[src/rtl/cwg_pkg.sv]
package cwg_pkg;

  // True when a group offset falls inside an inclusive window [lo, hi].
  function automatic logic ofs_in_window(input int unsigned ofs,
                                         input int unsigned lo,
                                         input int unsigned hi);
    return (ofs >= lo) && (ofs <= hi);
  endfunction

endpackage

[src/rtl/cwg_frame_timer.sv]
module cwg_frame_timer #(
  parameter int T_W = 16
) (
  input  logic           clk,
  input  logic           rst,
  input  logic           irq,
  output logic [T_W-1:0] t_q,
  output logic [T_W-1:0] t_next
);
  localparam logic [T_W-1:0] T_MAX = '1;

  always_comb begin
    if (rst || irq)        t_next = '0;
    else if (t_q == T_MAX) t_next = t_q;
    else                   t_next = t_q + 1'b1;
  end

  always_ff @(posedge clk) t_q <= t_next;

endmodule

[src/rtl/cwg_raster_tracker.sv]
module cwg_raster_tracker #(
  parameter int FIRST_T      = 14336,
  parameter int LINE_T       = 224,
  parameter int ACTIVE_LINES = 192,
  parameter int GROUP_T      = 8,
  parameter int T_W          = 16,
  parameter int LINE_W       = 8,
  parameter int GRP_W        = 5,
  parameter int OFS_W        = 3,
  parameter int LPOS_W       = 8
) (
  input  logic              clk,
  input  logic              rst,
  input  logic              irq,
  input  logic [T_W-1:0]    t_next,
  output logic              zone_n,
  output logic [GRP_W-1:0]  grp_n,
  output logic [OFS_W-1:0]  ofs_n,
  output logic [LINE_W-1:0] line_q,
  output logic [GRP_W-1:0]  grp_q
);
  localparam logic [T_W-1:0]    FIRST_V = T_W'(FIRST_T);
  localparam logic [LPOS_W-1:0] LPOS_END = LPOS_W'(LINE_T - 1);
  localparam logic [LINE_W-1:0] LINE_END = LINE_W'(ACTIVE_LINES - 1);
  localparam logic [OFS_W-1:0]  OFS_END  = OFS_W'(GROUP_T - 1);

  logic              zone_q;
  logic [LPOS_W-1:0] lpos_q, lpos_n;
  logic [OFS_W-1:0]  ofs_q;
  logic [LINE_W-1:0] line_n;

  always_comb begin
    zone_n = 1'b0;
    lpos_n = '0;
    ofs_n  = '0;
    grp_n  = '0;
    line_n = '0;
    if (rst || irq) begin
      zone_n = 1'b0;
    end else if (t_next == FIRST_V) begin
      zone_n = 1'b1;
    end else if (zone_q) begin
      if (lpos_q == LPOS_END) begin
        if (line_q != LINE_END) begin
          zone_n = 1'b1;
          line_n = line_q + 1'b1;
        end
      end else begin
        zone_n = 1'b1;
        line_n = line_q;
        lpos_n = lpos_q + 1'b1;
        if (ofs_q == OFS_END) begin
          grp_n = grp_q + 1'b1;
        end else begin
          grp_n = grp_q;
          ofs_n = ofs_q + 1'b1;
        end
      end
    end
  end

  always_ff @(posedge clk) begin
    zone_q <= zone_n;
    lpos_q <= lpos_n;
    ofs_q  <= ofs_n;
    grp_q  <= grp_n;
    line_q <= line_n;
  end

endmodule

[src/rtl/cwg_window_flags.sv]
module cwg_window_flags
  import cwg_pkg::*;
#(
  parameter int GROUP_T          = 8,
  parameter int CONTENDED_GROUPS = 16,
  parameter int IO_FIRST         = 0,
  parameter int IO_LAST          = 5,
  parameter int MEM_FIRST        = 2,
  parameter int MEM_LAST         = 7,
  parameter int GRP_W            = 5,
  parameter int OFS_W            = 3
) (
  input  logic             clk,
  input  logic             rst,
  input  logic             zone_n,
  input  logic [GRP_W-1:0] grp_n,
  input  logic [OFS_W-1:0] ofs_n,
  output logic             io_q,
  output logic             mem_q
);
  localparam logic [GRP_W-1:0] GRP_LIMIT = GRP_W'(CONTENDED_GROUPS);

  logic [GROUP_T-1:0] io_mask;
  logic [GROUP_T-1:0] mem_mask;

  for (genvar g = 0; g < GROUP_T; g++) begin : g_mask
    assign io_mask[g]  = ofs_in_window(g, IO_FIRST, IO_LAST);
    assign mem_mask[g] = ofs_in_window(g, MEM_FIRST, MEM_LAST);
  end

  logic fetch_slot;
  assign fetch_slot = zone_n && (grp_n < GRP_LIMIT);

  always_ff @(posedge clk) begin
    if (rst) begin
      io_q  <= 1'b0;
      mem_q <= 1'b0;
    end else begin
      io_q  <= fetch_slot && io_mask[ofs_n];
      mem_q <= fetch_slot && mem_mask[ofs_n];
    end
  end

endmodule

[src/rtl/contention_window_gen.sv]
module contention_window_gen #(
  parameter int FIRST_T          = 14336,
  parameter int LINE_T           = 224,
  parameter int ACTIVE_LINES     = 192,
  parameter int GROUP_T          = 8,
  parameter int CONTENDED_GROUPS = 16,
  parameter int IO_FIRST         = 0,
  parameter int IO_LAST          = 5,
  parameter int MEM_FIRST        = 2,
  parameter int MEM_LAST         = 7,
  localparam int T_W    = $clog2(FIRST_T + ACTIVE_LINES * LINE_T + 1),
  localparam int LINE_W = $clog2(ACTIVE_LINES),
  localparam int GRP_W  = $clog2(LINE_T / GROUP_T),
  localparam int OFS_W  = $clog2(GROUP_T),
  localparam int LPOS_W = $clog2(LINE_T)
) (
  input  logic              clk,
  input  logic              rst,
  input  logic              irq,
  output logic              io_contend,
  output logic              mem_contend,
  output logic [T_W-1:0]    frame_tstate,
  output logic [LINE_W-1:0] line_idx,
  output logic [GRP_W-1:0]  group_idx
);
  logic [T_W-1:0]   t_next;
  logic             zone_n;
  logic [GRP_W-1:0] grp_n;
  logic [OFS_W-1:0] ofs_n;

  cwg_frame_timer #(.T_W(T_W)) u_timer (
    .clk(clk), .rst(rst), .irq(irq),
    .t_q(frame_tstate), .t_next(t_next)
  );

  cwg_raster_tracker #(
    .FIRST_T(FIRST_T), .LINE_T(LINE_T), .ACTIVE_LINES(ACTIVE_LINES),
    .GROUP_T(GROUP_T), .T_W(T_W), .LINE_W(LINE_W), .GRP_W(GRP_W),
    .OFS_W(OFS_W), .LPOS_W(LPOS_W)
  ) u_track (
    .clk(clk), .rst(rst), .irq(irq), .t_next(t_next),
    .zone_n(zone_n), .grp_n(grp_n), .ofs_n(ofs_n),
    .line_q(line_idx), .grp_q(group_idx)
  );

  cwg_window_flags #(
    .GROUP_T(GROUP_T), .CONTENDED_GROUPS(CONTENDED_GROUPS),
    .IO_FIRST(IO_FIRST), .IO_LAST(IO_LAST),
    .MEM_FIRST(MEM_FIRST), .MEM_LAST(MEM_LAST),
    .GRP_W(GRP_W), .OFS_W(OFS_W)
  ) u_flags (
    .clk(clk), .rst(rst), .zone_n(zone_n), .grp_n(grp_n), .ofs_n(ofs_n),
    .io_q(io_contend), .mem_q(mem_contend)
  );

endmodule

[config.mk]
export PLATFORM = sky130hd
export DESIGN_NAME = contention_window_gen
export DESIGN_NICKNAME = d
export VERILOG_FILES = /design/src/rtl/cwg_pkg.sv /design/src/rtl/cwg_frame_timer.sv /design/src/rtl/cwg_raster_tracker.sv /design/src/rtl/cwg_window_flags.sv /design/src/rtl/contention_window_gen.sv
export SDC_FILE = /design/constraint.sdc
export NUM_CORES = 1
export LEC_CHECK = 0
export ABC_AREA = 1
export BUFFER_PORTS_ARGS = -buffer_cell sky130_fd_sc_hd__buf_2
export CAP_MARGIN = 20
export CELL_PAD_IN_SITES_DETAIL_PLACEMENT = 1
export CELL_PAD_IN_SITES_GLOBAL_PLACEMENT = 2
export CORE_MARGIN = 8
export CORE_UTILIZATION = 32
export CTS_CLUSTER_DIAMETER = 120
export DETAILED_ROUTE_END_ITERATION = 7
export PLACE_DENSITY_LB_ADDON = 0.1
export SLEW_MARGIN = 30
export SYNTH_ARGS = -nofsm -noshare
export SYNTH_HDL_FRONTEND = slang
export SYNTH_SLANG_ARGS = --single-unit
[constraint.sdc]
create_clock -name clk -period 2.25 [get_ports clk]
set_clock_uncertainty 0.05 [all_clocks]
set_input_delay 0.225 -clock clk [delete_from_list [all_inputs] [get_ports clk]]
set_output_delay 0.225 -clock clk [all_outputs]
set_load 0.01 [all_outputs]
; ---- After elaboration in Yosys (flattened, before gate mapping)
; Memory sizes are Yosys's and may differ from the RTL's.
; Cells that the tools add are included.
[totals]
reg_bits = 43
mem_bits_ro = 16
mem_count = 2
[memory_table]
columns = memory, depth, word_bits, rd, rd_clocked_by_memory_dff, wr, line_no
row1 = (name not given), 8, 1, 1, 0, 0, cwg_window_flags.sv:39  ; io_q <= fetch_slot && io_mask[ofs_n];
row2 = (name not given), 8, 1, 1, 0, 0, cwg_window_flags.sv:40  ; mem_q <= fetch_slot && mem_mask[ofs_n];
[classes]
mux = 20
n_reduce_logical = 6
eq_ne = 5
addsub = 5
bitwise_logic = 1
magnitude_cmp = 2
[ops]
columns = cell, n
row1 = two-way mux 16 bit, 2
row2 = two-way mux 5 bit, 5
row3 = adder 16 x 1 -> 16 bit (second input constant), 1
row4 = adder 8 x 1 -> 8 bit (second input constant), 2
row5 = equality test 16 x 14 -> 1 bit (second input constant), 1
row6 = equality test 16 bit (second input constant), 1
row7 = two-way mux 3 bit, 5
row8 = equality test 8 bit (second input constant), 1
row9 = two-way mux 8 bit, 1
row10 = inequality test 8 bit (second input constant), 1
row11 = two-way mux 1 bit, 7
row12 = adder 5 x 1 -> 5 bit (second input constant), 1
row13 = < comparator 5 bit (second input constant), 1
row14 = < comparator 3 x 4 -> 1 bit (second input constant), 1
row15 = OR reduction 4 bit, 1
row16 = adder 3 x 1 -> 3 bit (second input constant), 1
row17 = equality test 3 bit (second input constant), 1
row18 = logical AND 1 bit, 3
row19 = OR reduction 3 bit, 1
row20 = logical OR 1 bit, 1
row21 = inverter 1 bit, 1

; ---- Depth between registers and ports, before layout
; Gate-level depths: netlist of the first run.
[logic_depth]
ltp_word = 9
depth_mapped = 16
mapped_depth_nobuf = 16

; ---- Hierarchy
; A second synthesis of the first run with hierarchy kept.
[unflattened]
cells_unflattened = 309
hier_area_um2 = 2244.7
[modules_own_cells]
columns = module, area_per_inst_um2, seq_area_each_um2, cells_per_inst, n_inst
row1 = cwg_raster_tracker, 1276.2, 500.5, 159, 1
row2 = cwg_frame_timer, 892.1, 320.3, 140, 1
row3 = cwg_window_flags, 76.3, 40.0, 10, 1

; ---- Least setup slack after synthesis of the first run
; Ideal clock, no wire load.
[synth_path]
path_type = reg2reg
start = register u_timer.t_q[0]
end = register u_track.grp_q[0]
slack_ps = 131
setup_time_ps = 117
synth_period_minus_slack_ps = 2119
arrival_time_ps = 1952
path_stages_with_launch = 16
t_required_ps = 2083
path_cell_list = dfxtp_1 -> ha_1 -> inv_2 -> nor2_4 -> nand2_4 -> clkinv_2 -> nand2_4 -> nand2_1 -> nand2_1 -> nand2_1 -> nand3_1 -> nor2_2 -> nand3_4 -> nand3_4 -> buf_12 -> nor2_2
[synth_between]
elab_chain_cells = 6
[synth_lines]
columns = item, line_no
row1 = "start, declared", cwg_frame_timer.sv:7  ; output logic [T_W-1:0] t_q,
row2 = "start signal, assigned", cwg_frame_timer.sv:18  ; always_ff @(posedge clk) t_q <= t_next;
row3 = adder 16 x 1 -> 16 bit or equality test 16 bit (tied branches), "cwg_frame_timer.sv:15, cwg_frame_timer.sv:14"
row4 = two-way mux 16 bit (*), cwg_frame_timer.sv:14  ; else if (t_q == T_MAX) t_next = t_q;
row5 = two-way mux 16 bit (*), cwg_frame_timer.sv:13  ; if (rst || irq) t_next = '0;
row6 = equality test 16 x 14 -> 1 bit (*), cwg_raster_tracker.sv:40  ; end else if (t_next == FIRST_V) begin
row7 = two-way mux 5 bit (*), cwg_raster_tracker.sv:40
row8 = two-way mux 5 bit (*), cwg_raster_tracker.sv:38  ; if (rst || irq) begin
row9 = "end signal, assigned", cwg_raster_tracker.sv:66  ; grp_q <= grp_n;
row10 = "end, declared", cwg_raster_tracker.sv:20  ; output logic [GRP_W-1:0] grp_q
; Every way passes the cells marked *; elsewhere a longest branch is shown, timed or not.
; A chain may end at the register's enable or synchronous reset.

; ---- Final worst setup path of the first run
[layout_path]
start = register u_timer.t_q[1]
end = register u_track.line_q[2]
[layout_between]
elab_chain_cells = 5
[layout_lines]
columns = item, line_no
row1 = adder 16 x 1 -> 16 bit or equality test 16 bit (tied branches), "cwg_frame_timer.sv:15, cwg_frame_timer.sv:14"
row2 = two-way mux 16 bit (*), cwg_frame_timer.sv:14
row3 = two-way mux 16 bit (*), cwg_frame_timer.sv:13
row4 = equality test 16 x 14 -> 1 bit (*), cwg_raster_tracker.sv:40
row5 = OR reduction 3 bit (no line) (*), -
row6 = "end signal, assigned", cwg_raster_tracker.sv:67  ; line_q <= line_n;
row7 = "end, declared", cwg_raster_tracker.sv:19  ; output logic [LINE_W-1:0] line_q,
; Marked as above.

==> flow_summary_export.csv, run 1 <==
group,metric,value,unit
run_status,status,"complete, no violations",
yosys,synth_ff_type,"dfxtp_1",
worst_setup_path,cp_top_family,"simple AND/OR/NAND/NOR gates",
yosys,syn_nets,331,
power,p_sw_share,19.9,%
power,ir_drop,0.353,mV
cts,cts_tree,"yes",
min_path,hold_depth,4,
worst_setup_path,path_buf_inv,1,
finish,nNetsFinal,376,
worst_setup_path,arrival,2.12,ns
cts,cts_num_sinks,43,
global_route,grt_pass1_wl,10100,µm
cts,cts_hold_buffers,0,
worst_setup_path,ff2ff_setup_slack,0.25,ns
worst_setup_path,regToRegStartpoint,"u_timer.t_q[1]$_DFF_P_",
yosys,ys.warnings.count,0,
finish,final_layout_size_suffix_gt1_share,27.8,%
yosys,syn_area_per_cell,7.21,µm²
yosys,synthArstFlopShare,0,%
global_route,grt_max_degree,16,
min_path,min_path_type,"in2reg",
power,leakage,1.31,nW
worst_setup_path,worst_setup_path_end_kind,"register",
timing,fmax,501,MHz
power,power_frac_seq,55.7,%
drt,dr.pass1.iters,4,
cts,cts_buffers,5,
worst_setup_path,cp.required,2.37,ns
place,hpwl,4810,µm
drt,viasPerCell,4.57,
timing,worst_slack,0.255,ns
floorplanning,design.die.area,10200,µm²
yosys,yosysTopAreaCell,"dfxtp_1",
place,place_ws,0.0772,ns
timing,hold_violations,0,
finish,syn_to_final_growth,21.3,%
cts,root_buffer,"clkbuf_8",
drt,drt-total-wl,6020,µm
timing,tightest_slew,0.772,ns
floorplanning,die_w,101,µm
place,place_area,2630,µm²
finish,num_antenna_cells,0,
timing,finalWorstPathRequiredPeriod,2.00,ns
drt,antenna_left,0,
drt,drc,0,
yosys,synth_cells,322,
floorplanning,core,7140,µm²
worst_setup_path,r2r_end,"u_track.line_q[2]$_SDFFE_PP0P_",
floorplanning,die_y,101,µm
yosys,synth_area,2320,µm²
worst_setup_path,crit_type,"reg2reg",
timing,drv_slew,0,
yosys,yosysTopAreaCellShare,37.1,%
global_route,grt.overflow.total,0,
drt,route.vias.total,2128,
power,p_sw,0.273,mW
place,port_buffers,33,
power,pwr-share-comb,2.4,%
yosys,ys_types,33,
yosys,synth_edf_count,0,
global_route,track_usage,12.3,%
worst_setup_path,cp_slowest_cell,"dfxtp_2",
power,powerDensity,487,nW/µm²
cts,clock_path_buffers,2,
worst_setup_path,start_kind,"register",
power,totalPowerFinal,1.37,mW
yosys,yosysSeqAreaShare,37.1,%
timing,slew_headroom,48.4,%
min_path,min_from,"rst",
floorplanning,pin_count,34,
flow_run,drv_cap,0,
worst_setup_path,path_max_fanout,8,
yosys,synth-seq-cells,43,
finish,finalInstanceArea,2820,µm²
finish,final_cells,466,
worst_setup_path,reg2reg_depth,12,
power,power.share.clock,41.9,%
yosys,synth.area.top_cells,"dfxtp_1 (37%), nand2_1 (12%), inv_1 (7.0%)",
min_path,min_to,"u_timer.t_q[11]$_DFF_P_",
global_route,antenna_found_initial,0,
cts,clk_pin_slew,0.08,ns
floorplanning,rows,31,
drt,drt_iter0_drc,29,
worst_setup_path,crit_chain,"ha_4 -> inv_2 -> nor2_4 -> nand2_4 -> nor2_8 -> nand2_1 -> nand3_1 -> nand3_1 -> nor2_2 -> nand3_4 -> nand2_4 -> nor3b_1",
worst_setup_path,crit_path_max_incr_delay,0.36,ns
power,power.internal,1.10,mW
global_route,grt_pass1_vias,2142,
floorplanning,initial_utilization,32.5,%
place,dp.cells,457,
timing,fin_crit_sh,88.7,%
cts,htreeDepth,2,
place,gp_congestion,0.782,
timing,finalSetupViolations,0,
cts,insertion_delay,0.29,ns
drt,routedWlPerCell,12.9,µm
==> worst max-delay path by stage <==
stage | slack [ns] | cells after the start | end | from
floorplan | 0.13 | 15 | u_track.grp_q[0]$_SDFFE_PP0N_ | u_timer.t_q[0]$_DFF_P_
global placement | 0.05 | 13 | u_track.lpos_q[5]$_SDFF_PP0_ | u_timer.t_q[0]$_DFF_P_
detailed placement | 0.08 | 13 | u_track.lpos_q[5]$_SDFF_PP0_ | u_timer.t_q[0]$_DFF_P_
CTS | 0.06 | 13 | u_track.lpos_q[2]$_SDFF_PP0_ | u_timer.t_q[0]$_DFF_P_
global route | -0.001 | 13 | u_flags.mem_q$_SDFF_PP0_ | u_timer.t_q[8]$_DFF_P_
finish | 0.25 | 12 | u_track.line_q[2]$_SDFFE_PP0P_ | u_timer.t_q[1]$_DFF_P_
==> Yosys cell counts (5+ instances only) <==
cell type / number
a21oi_1: 7
dfxtp_1: 43
ha_1: 6
inv_1: 43
nand2_1: 75
nand3_1: 25
nand4_1: 10
nor2_1: 36
nor2_2: 16
nor3_1: 10
xnor2_1: 5
xor2_1: 10
==> routing by layer <==
metal  share of wire, %  vias to the layer above  GRT usage (%)
li1                   -                     1109              -
met1                 45                      991           14.3
met2                 51                       21           21.7
met3                2.5                        7           2.41
met4                1.7                        0           4.35
met5                  0                        -              0
==> per-stage QoR <==
| step | util (%) | hold WS [ns] | TNS [ns] |
|---|---|---|---|
| after global placement | 36.8 | 0.395 | 0 |
| after CTS | 38.3 | 0.284 | 0 |
| after floorplan | - | 0.378 | 0 |
| final | 39.4 | 0.274 | 0 |
| after detailed placement | 36.8 | 0.407 | 0 |
| after global routing | 39.4 | 0.286 | -0.00110 |
==> flip-flops by register name (all words and copies together) (netlist names) <==
signal / flops
u_track.zone_q: 1
u_timer.t_q: 16
u_flags.mem_q: 1
u_track.lpos_q: 8
u_track.line_q: 8
u_track.ofs_q: 3
u_flags.io_q: 1
u_track.grp_q: 5
==> worst register-to-register path, delay by kind of cell, from the launching register on <==
family | cells | cell delay (ns)
fa+ha+maj | 1 | 0.16
buf+inv | 1 | 0.05
flops | 1 | 0.36
simple gates | 10 | 1.28
==> layout by cell type (no fill, tap or decap), types with 2 or more instances in the layout <==
master,count
nand2_1,73
inv_1,42
nor2_1,33
buf_2,33
dfxtp_1,31
nand3_1,24
nor2_2,19
dfxtp_2,12
nor3_1,10
nand4_1,10
xor2_1,10
a21oi_1,7
buf_4,7
nand2_2,5
xnor2_1,5
ha_1,5
clkbuf_8,5
inv_2,3
nor2_4,3
o21ai_1,3
nand3_4,3
nand2_4,2
nand3b_1,2
o21ai_0,2
nor3b_1,2
or2_2,2
==> power by group through the flow <==
stage | logic [mW] | clock network, mW | registers [mW]
6_report | 0.0333 | 0.575 | 0.764
5_1_grt | 0.0381 | 0.636 | 0.764
4_1_cts | 0.0322 | 0.603 | 0.763
3_5_place_dp | 0.0321 | 0 | 0.781
3_3_place_gp | 0.0314 | 0 | 0.781
2_1_floorplan | 0.0160 | 0 | 0.783
==> area by class of cell <==
type | count | area (µm²)
Sequential cell | 43 | 876
Clock inverter | 1 | 30.0
Inverter | 47 | 179
Clock buffer | 6 | 72.6
Timing Repair Buffer | 40 | 218
Multi-Input combinational cell | 230 | 1320
Fill cell | 945 | 4320
Tap cell | 99 | 124
==> what timing repair did <==
| item | in CTS | in global routing |
|---|---|---|
| resized for setup | 0 | 27 |
| endpoints found under the setup margin | 0 | 26 |
| setup buffers | 0 | 1 |
==> cells by family after synthesis <==
kind of cell | share of synthesized area [%]
AOI/OAI and AO/OA | 4.96
buffers and inverters | 8.84
DFF | 37.1
xor gates and xnor gates | 5.66
and+or+nand+nor | 40.2
adders and majority gates | 3.23
No activity file was read; power rests on OpenSTA's default activity.
==> run 2: changes to the inputs <==
--- a/config.mk
+++ b/config.mk
@@ -6,15 +6,16 @@
 export NUM_CORES = 1
 export LEC_CHECK = 0
 export ABC_AREA = 1
-export BUFFER_PORTS_ARGS = -buffer_cell sky130_fd_sc_hd__buf_2
 export CAP_MARGIN = 20
-export CELL_PAD_IN_SITES_DETAIL_PLACEMENT = 1
-export CELL_PAD_IN_SITES_GLOBAL_PLACEMENT = 2
+export CELL_PAD_IN_SITES_DETAIL_PLACEMENT = 0
+export CELL_PAD_IN_SITES_GLOBAL_PLACEMENT = 1
 export CORE_MARGIN = 8
-export CORE_UTILIZATION = 32
+export CORE_UTILIZATION = 45
 export CTS_CLUSTER_DIAMETER = 120
 export DETAILED_ROUTE_END_ITERATION = 7
+export DONT_BUFFER_PORTS = 1
 export PLACE_DENSITY_LB_ADDON = 0.1
+export SKIP_LAST_GASP = 1
 export SLEW_MARGIN = 30
 export SYNTH_ARGS = -nofsm -noshare
 export SYNTH_HDL_FRONTEND = slang
==> flow_summary_export.csv, run 2 (synthesis gave the netlist of run 1 again) <==
group,metric,value,unit
finish,nFillCells,526,
power,power.share.clock,35.8,%
global_route,grt_max_degree,16,
drt,viasPerCell,4.81,
floorplanning,pin_count,34,
floorplanning,rows,26,
drt,drt-total-wl,5310,µm
timing,fmax,479,MHz
timing,finalWorstPathRequiredPeriod,2.09,ns
worst_setup_path,reg2reg_depth,13,
worst_setup_path,start_kind,"register",
worst_setup_path,cp.required,2.38,ns
finish,largest_register_ffs,16,
drt,dr.pass1.iters,4,
cts,root_buffer,"clkbuf_8",
floorplanning,initial_utilization,46.0,%
cts,cts_num_sinks,43,
cts,clock_path_buffers,2,
worst_setup_path,crit_type,"reg2reg",
power,power_frac_seq,62.0,%
worst_setup_path,cp_slowest_cell,"dfxtp_2",
finish,regMostFlops,"u_timer.t_q",
timing,fin_crit_sh,92.8,%
power,ir_drop,0.288,mV
timing,tns,0,ns
worst_setup_path,worst_setup_path_end_kind,"register",
worst_setup_path,r2r_end,"u_track.line_q[2]$_SDFFE_PP0P_",
global_route,antenna_found_initial,0,
timing,tightest_slew,0.660,ns
power,pwr-share-comb,2.2,%
floorplanning,design.die.area,7710,µm²
power,leakage,1.18,nW
floorplanning,die_y,87.8,µm
timing,whs,0.208,ns
power,p_sw_share,20.7,%
worst_setup_path,ff2ff_setup_slack,0.16,ns
finish,num_antenna_cells,0,
drt,drt_iter0_drc,88,
finish,final_common_cell,"nand2_1",
worst_setup_path,path_buf_inv,2,
drt,route.vias.total,1998,
cts,clk_pin_slew,0.07,ns
flow_run,drv_cap,0,
cts,cts_buffers,5,
power,p_sw,0.255,mW
global_route,grt_pass1_wl,8380,µm
worst_setup_path,critPathLaunch,"u_timer.t_q[1]$_DFF_P_",
floorplanning,die_w,87.8,µm
drt,routedWlPerCell,12.8,µm
timing,hold_violations,0,
global_route,grt_pass1_vias,1830,
timing,finalSetupViolations,0,
cts,insertion_delay,0.29,ns
place,port_buffers,0,
place,hpwl,4160,µm
global_route,track_usage,14.0,%
floorplanning,core,5040,µm²
global_route,grt.overflow.total,0,
cts,htreeDepth,2,
worst_setup_path,path_max_fanout,10,
worst_setup_path,path_depth,13,
timing,drv_slew,0,
drt,drc,0,
finish,nNetsFinal,355,
worst_setup_path,regToRegStartpoint,"u_timer.t_q[1]$_DFF_P_",
worst_setup_path,cp_top_family,"simple AND/OR/NAND/NOR gates",
finish,final_cell_mix,"nand2_1 (74), inv_1 (43), dfxtp_1 (37)",
worst_setup_path,crit_chain,"ha_4 -> inv_2 -> nor2_4 -> nand2_4 -> clkinv_2 -> nand2_8 -> nand2_1 -> o21ai_0 -> nand3_1 -> nor2_2 -> nand3_4 -> nand2_2 -> nor3b_1",
cts,cts_tree,"yes",
worst_setup_path,arrival,2.21,ns
timing,slew_headroom,55.8,%
run_status,status,"complete, no violations",
min_path,min_path_type,"in2reg",
power,power.internal,0.979,mW
power,powerDensity,466,nW/µm²
worst_setup_path,crit_path_max_incr_delay,0.36,ns
finish,syn_to_final_growth,14.1,%
power,totalPowerFinal,1.23,mW
finish,largest_registers,"u_timer.t_q x16, u_track.line_q x8, u_track.lpos_q x8",
place,gp_congestion,0.802,
drt,antenna_left,0,
worst_setup_path,cp-endpoint,"u_track.line_q[2]$_SDFFE_PP0P_",
finish,final_layout_size_suffix_gt1_share,20.0,%
[run 2: changes by cell type in the layout (fill, tap and decap cells not counted), sizes merged]
cell / before / now
clkinv: 1 / 2
bufinv: 1 / 0
inv: 46 / 45
buf: 40 / 19
[run 2: cell type report]
type / instances / area, µm² / area share (%)
Multi-Input combinational cell: 230 / 1300 / 49.1
Timing Repair Buffer: 19 / 143 / 5.39
Inverter: 47 / 178 / 6.71
Tap cell: 70 / 87.6 / 3.31
Clock buffer: 6 / 72.6 / 2.74
Sequential cell: 43 / 868 / 32.8
[run 2: repair_timing]
item / in CTS / in global routing
gates resized for setup: 0 / 12
hold buffers: 0 / 0
endpoints found under the setup margin: 0 / 24
setup buffers: 0 / 0
[run 2: tightest hold or removal path: cells and delay by family]
| family | cells | cell delay (ns) |
|---|---|---|
| AND/OR/NAND/NOR | 1 | 0.04 |
| buffers and inverters | 1 | 0.18 |
| AO/OA/AOI/OAI | 1 | 0.06 |
[run 2: how the worst min path moves through the flow]
stage                                            start                            to  slack (ns)  depth (start not counted)
after floorplan           u_track.lpos_q[0]$_SDFF_PP0_  u_track.lpos_q[0]$_SDFF_PP0_        0.38                          1
after global placement    u_track.lpos_q[0]$_SDFF_PP0_  u_track.lpos_q[0]$_SDFF_PP0_        0.40                          1
after detailed placement  u_track.lpos_q[0]$_SDFF_PP0_  u_track.lpos_q[0]$_SDFF_PP0_        0.40                          1
after CTS                                          rst       u_timer.t_q[11]$_DFF_P_        0.19                          3
after global routing                               rst       u_timer.t_q[11]$_DFF_P_        0.21                          3
final                                              rst       u_timer.t_q[11]$_DFF_P_        0.21                          3
[run 2: through the flow]
step                      utilization (%)  worst slack [ns]  cells  area [µm²]
after floorplan                         -             0.131    322        2320
after global placement               50.0            0.0781    408        2520
after detailed placement             50.0            0.0597    408        2520
after CTS                            51.5            0.0288    414        2600
after global routing                 52.5           -0.0291    415        2650
final                                52.5             0.163    415        2650
[run 2: layer usage]
layer / GRT usage [%] / share of wire [%] / vias to the layer above
met5: 0 / 0 / -
met4: 5.63 / 1.3 / 0
met3: 3.28 / 3.7 / 5
met2: 26.1 / 53 / 19
met1: 14.8 / 42 / 913
li1: - / - / 1061
[run 2: power groups by stage]
| stage | clock, mW | combinational, mW | sequential (mW) |
|---|---|---|---|
| 2_1_floorplan | 0 | 0.0160 | 0.783 |
| 3_3_place_gp | 0 | 0.0274 | 0.781 |
| 3_5_place_dp | 0 | 0.0269 | 0.782 |
| 4_1_cts | 0.468 | 0.0269 | 0.763 |
| 5_1_grt | 0.488 | 0.0309 | 0.765 |
| 6_report | 0.441 | 0.0276 | 0.765 |
==> run 3: changes to the inputs <==
==> constraint.sdc (replaced) <==
create_clock -name clk -period 2.25 [get_ports clk]
set_clock_uncertainty 0.05 [all_clocks]
set_input_delay 0.225 -clock clk [delete_from_list [all_inputs] [get_ports clk]]
set_output_delay 0.225 -clock clk [all_outputs]
set_load 0.005 [all_outputs]
==> flow_summary_export.csv, run 3 (synthesis gave the netlist of run 1 again) <==
group,metric,value,unit
run_status,status,"complete, no violations",
power,totalPowerFinal,1.29,mW
timing,slew_headroom,50.7,%
min_path,min_path_type,"in2reg",
worst_setup_path,crit_type,"reg2reg",
cts,root_buffer,"clkbuf_8",
timing,finalWorstPathRequiredPeriod,2.07,ns
cts,insertion_delay,0.30,ns
floorplanning,design.die.area,7710,µm²
drt,routedWlPerCell,12.9,µm
place,gp_congestion,0.739,
cts,clk_pin_slew,0.08,ns
finish,finalInstanceArea,2560,µm²
global_route,track_usage,14.3,%
place,place_area,2430,µm²
floorplanning,core,5040,µm²
finish,largest_register_ffs,16,
floorplanning,initial_utilization,46.0,%
timing,hold_violations,0,
finish,syn_to_final_growth,10.2,%
floorplanning,die_y,87.8,µm
finish,final_common_cell,"nand2_1",
finish,largest_registers,"u_timer.t_q x16, u_track.line_q x8, u_track.lpos_q x8",
power,ir_drop,0.421,mV
worst_setup_path,cp.required,2.39,ns
global_route,grt_pass1_wl,8700,µm
flow_run,drv_cap,0,
global_route,grt.overflow.total,0,
worst_setup_path,path_max_fanout,10,
power,powerDensity,505,nW/µm²
timing,fmax,482,MHz
floorplanning,pin_count,34,
cts,cts_num_sinks,43,
cts,cts_hold_buffers,0,
drt,drc,0,
finish,regMostFlops,"u_timer.t_q",
floorplanning,rows,26,
cts,cts_tree,"yes",
drt,drt_iter0_drc,57,
drt,dr.pass1.iters,4,
timing,fin_crit_sh,92.2,%
timing,drv_slew,0,
worst_setup_path,arrival,2.21,ns
timing,tightest_slew,0.736,ns
drt,viasPerCell,4.84,
place,hpwl,4000,µm
finish,final_cell_mix,"nand2_1 (75), inv_1 (43), dfxtp_1 (41)",
drt,route.vias.total,1956,
global_route,grt_max_degree,16,
cts,htreeDepth,2,
cts,postCtsSetupBuffers,0,
cts,cts_buffers,5,
finish,final_layout_size_suffix_gt1_share,15.9,%
drt,drt-total-wl,5200,µm
timing,finalSetupViolations,0,
finish,nNetsFinal,343,
cts,clock_path_buffers,2,
place,port_buffers,0,
drt,antenna_left,0,
global_route,grt_pass1_vias,1813,
power,leakage,1.14,nW
finish,num_antenna_cells,0,
floorplanning,die_w,87.8,µm
worst_setup_path,start_kind,"register",
global_route,antenna_found_initial,0,
worst_setup_path,worst_setup_path_end_kind,"register",
## run 3: area by class of cell
cell class	instances	area, µm²
clock buffer	6	82.6
clock inverter	1	5.00
fill	525	2480
inverter	47	178
multi-input combinational	230	1290
sequential	43	863
tap	70	87.6
timing repair buffer	7	52.6
## run 3: path summary, 6_finish.rpt
path | start | slack, ns | cells after the start | end
worst max-delay path | u_timer.t_q[0]$_DFF_P_ | 0.18 | 14 | u_track.lpos_q[4]$_SDFF_PP0_
worst min-delay path | rst | 0.19 | 3 | u_timer.t_q[11]$_DFF_P_
worst max register to register | u_timer.t_q[0]$_DFF_P_ | 0.18 | 14 | u_track.lpos_q[4]$_SDFF_PP0_
worst min register to register | u_track.lpos_q[0]$_SDFF_PP0_ | 0.41 | 1 | u_track.lpos_q[0]$_SDFF_PP0_
## run 3: critical path, stage by stage, from the launching register on
cell and delay (ns):
dfxtp_1 0.39, ha_4 0.20, inv_2 0.05, nor2_4 0.11
nand2_4 0.11, clkinv_2 0.09, nand2_4 0.10, nand2_1 0.07
nand2_1 0.04, nand2_1 0.12, nand3_1 0.11, nor2_2 0.13
nand3_4 0.15, nand3_4 0.16, nor2_1 0.06
## run 3: what timing repair did
action	CTS	global route
resized for setup	0	7
gates cloned	1	0
endpoints found under the setup margin	6	26
## run 3: per-stage QoR
step                hold slack (ns)  setup slack (ns)  utilization (%)  std cells  TNS (ns)
finish                        0.188             0.176             50.7        404         0
global route                  0.211          -0.00481             50.7        404  -0.00782
CTS                           0.192           -0.0195             50.2        404    -0.117
detailed placement            0.401           -0.0270             48.3        396    -0.102
global placement              0.392            0.0493             48.3        396         0
floorplan                     0.378             0.174                -        322         0
## run 3: power by group
group / total (mW) / internal (mW) / switching [mW]
Clock: 0.499 / 0.241 / 0.258
Combinational: 0.0282 / 0.00941 / 0.0188
Sequential: 0.764 / 0.762 / 0.00191
## run 3: layer usage
layer | global-route usage [%] | routed length [µm]
met1 | 15.9 | 2190
met2 | 24.6 | 2610
met3 | 3.75 | 269
met4 | 7.34 | 138
met5 | 0 | 0
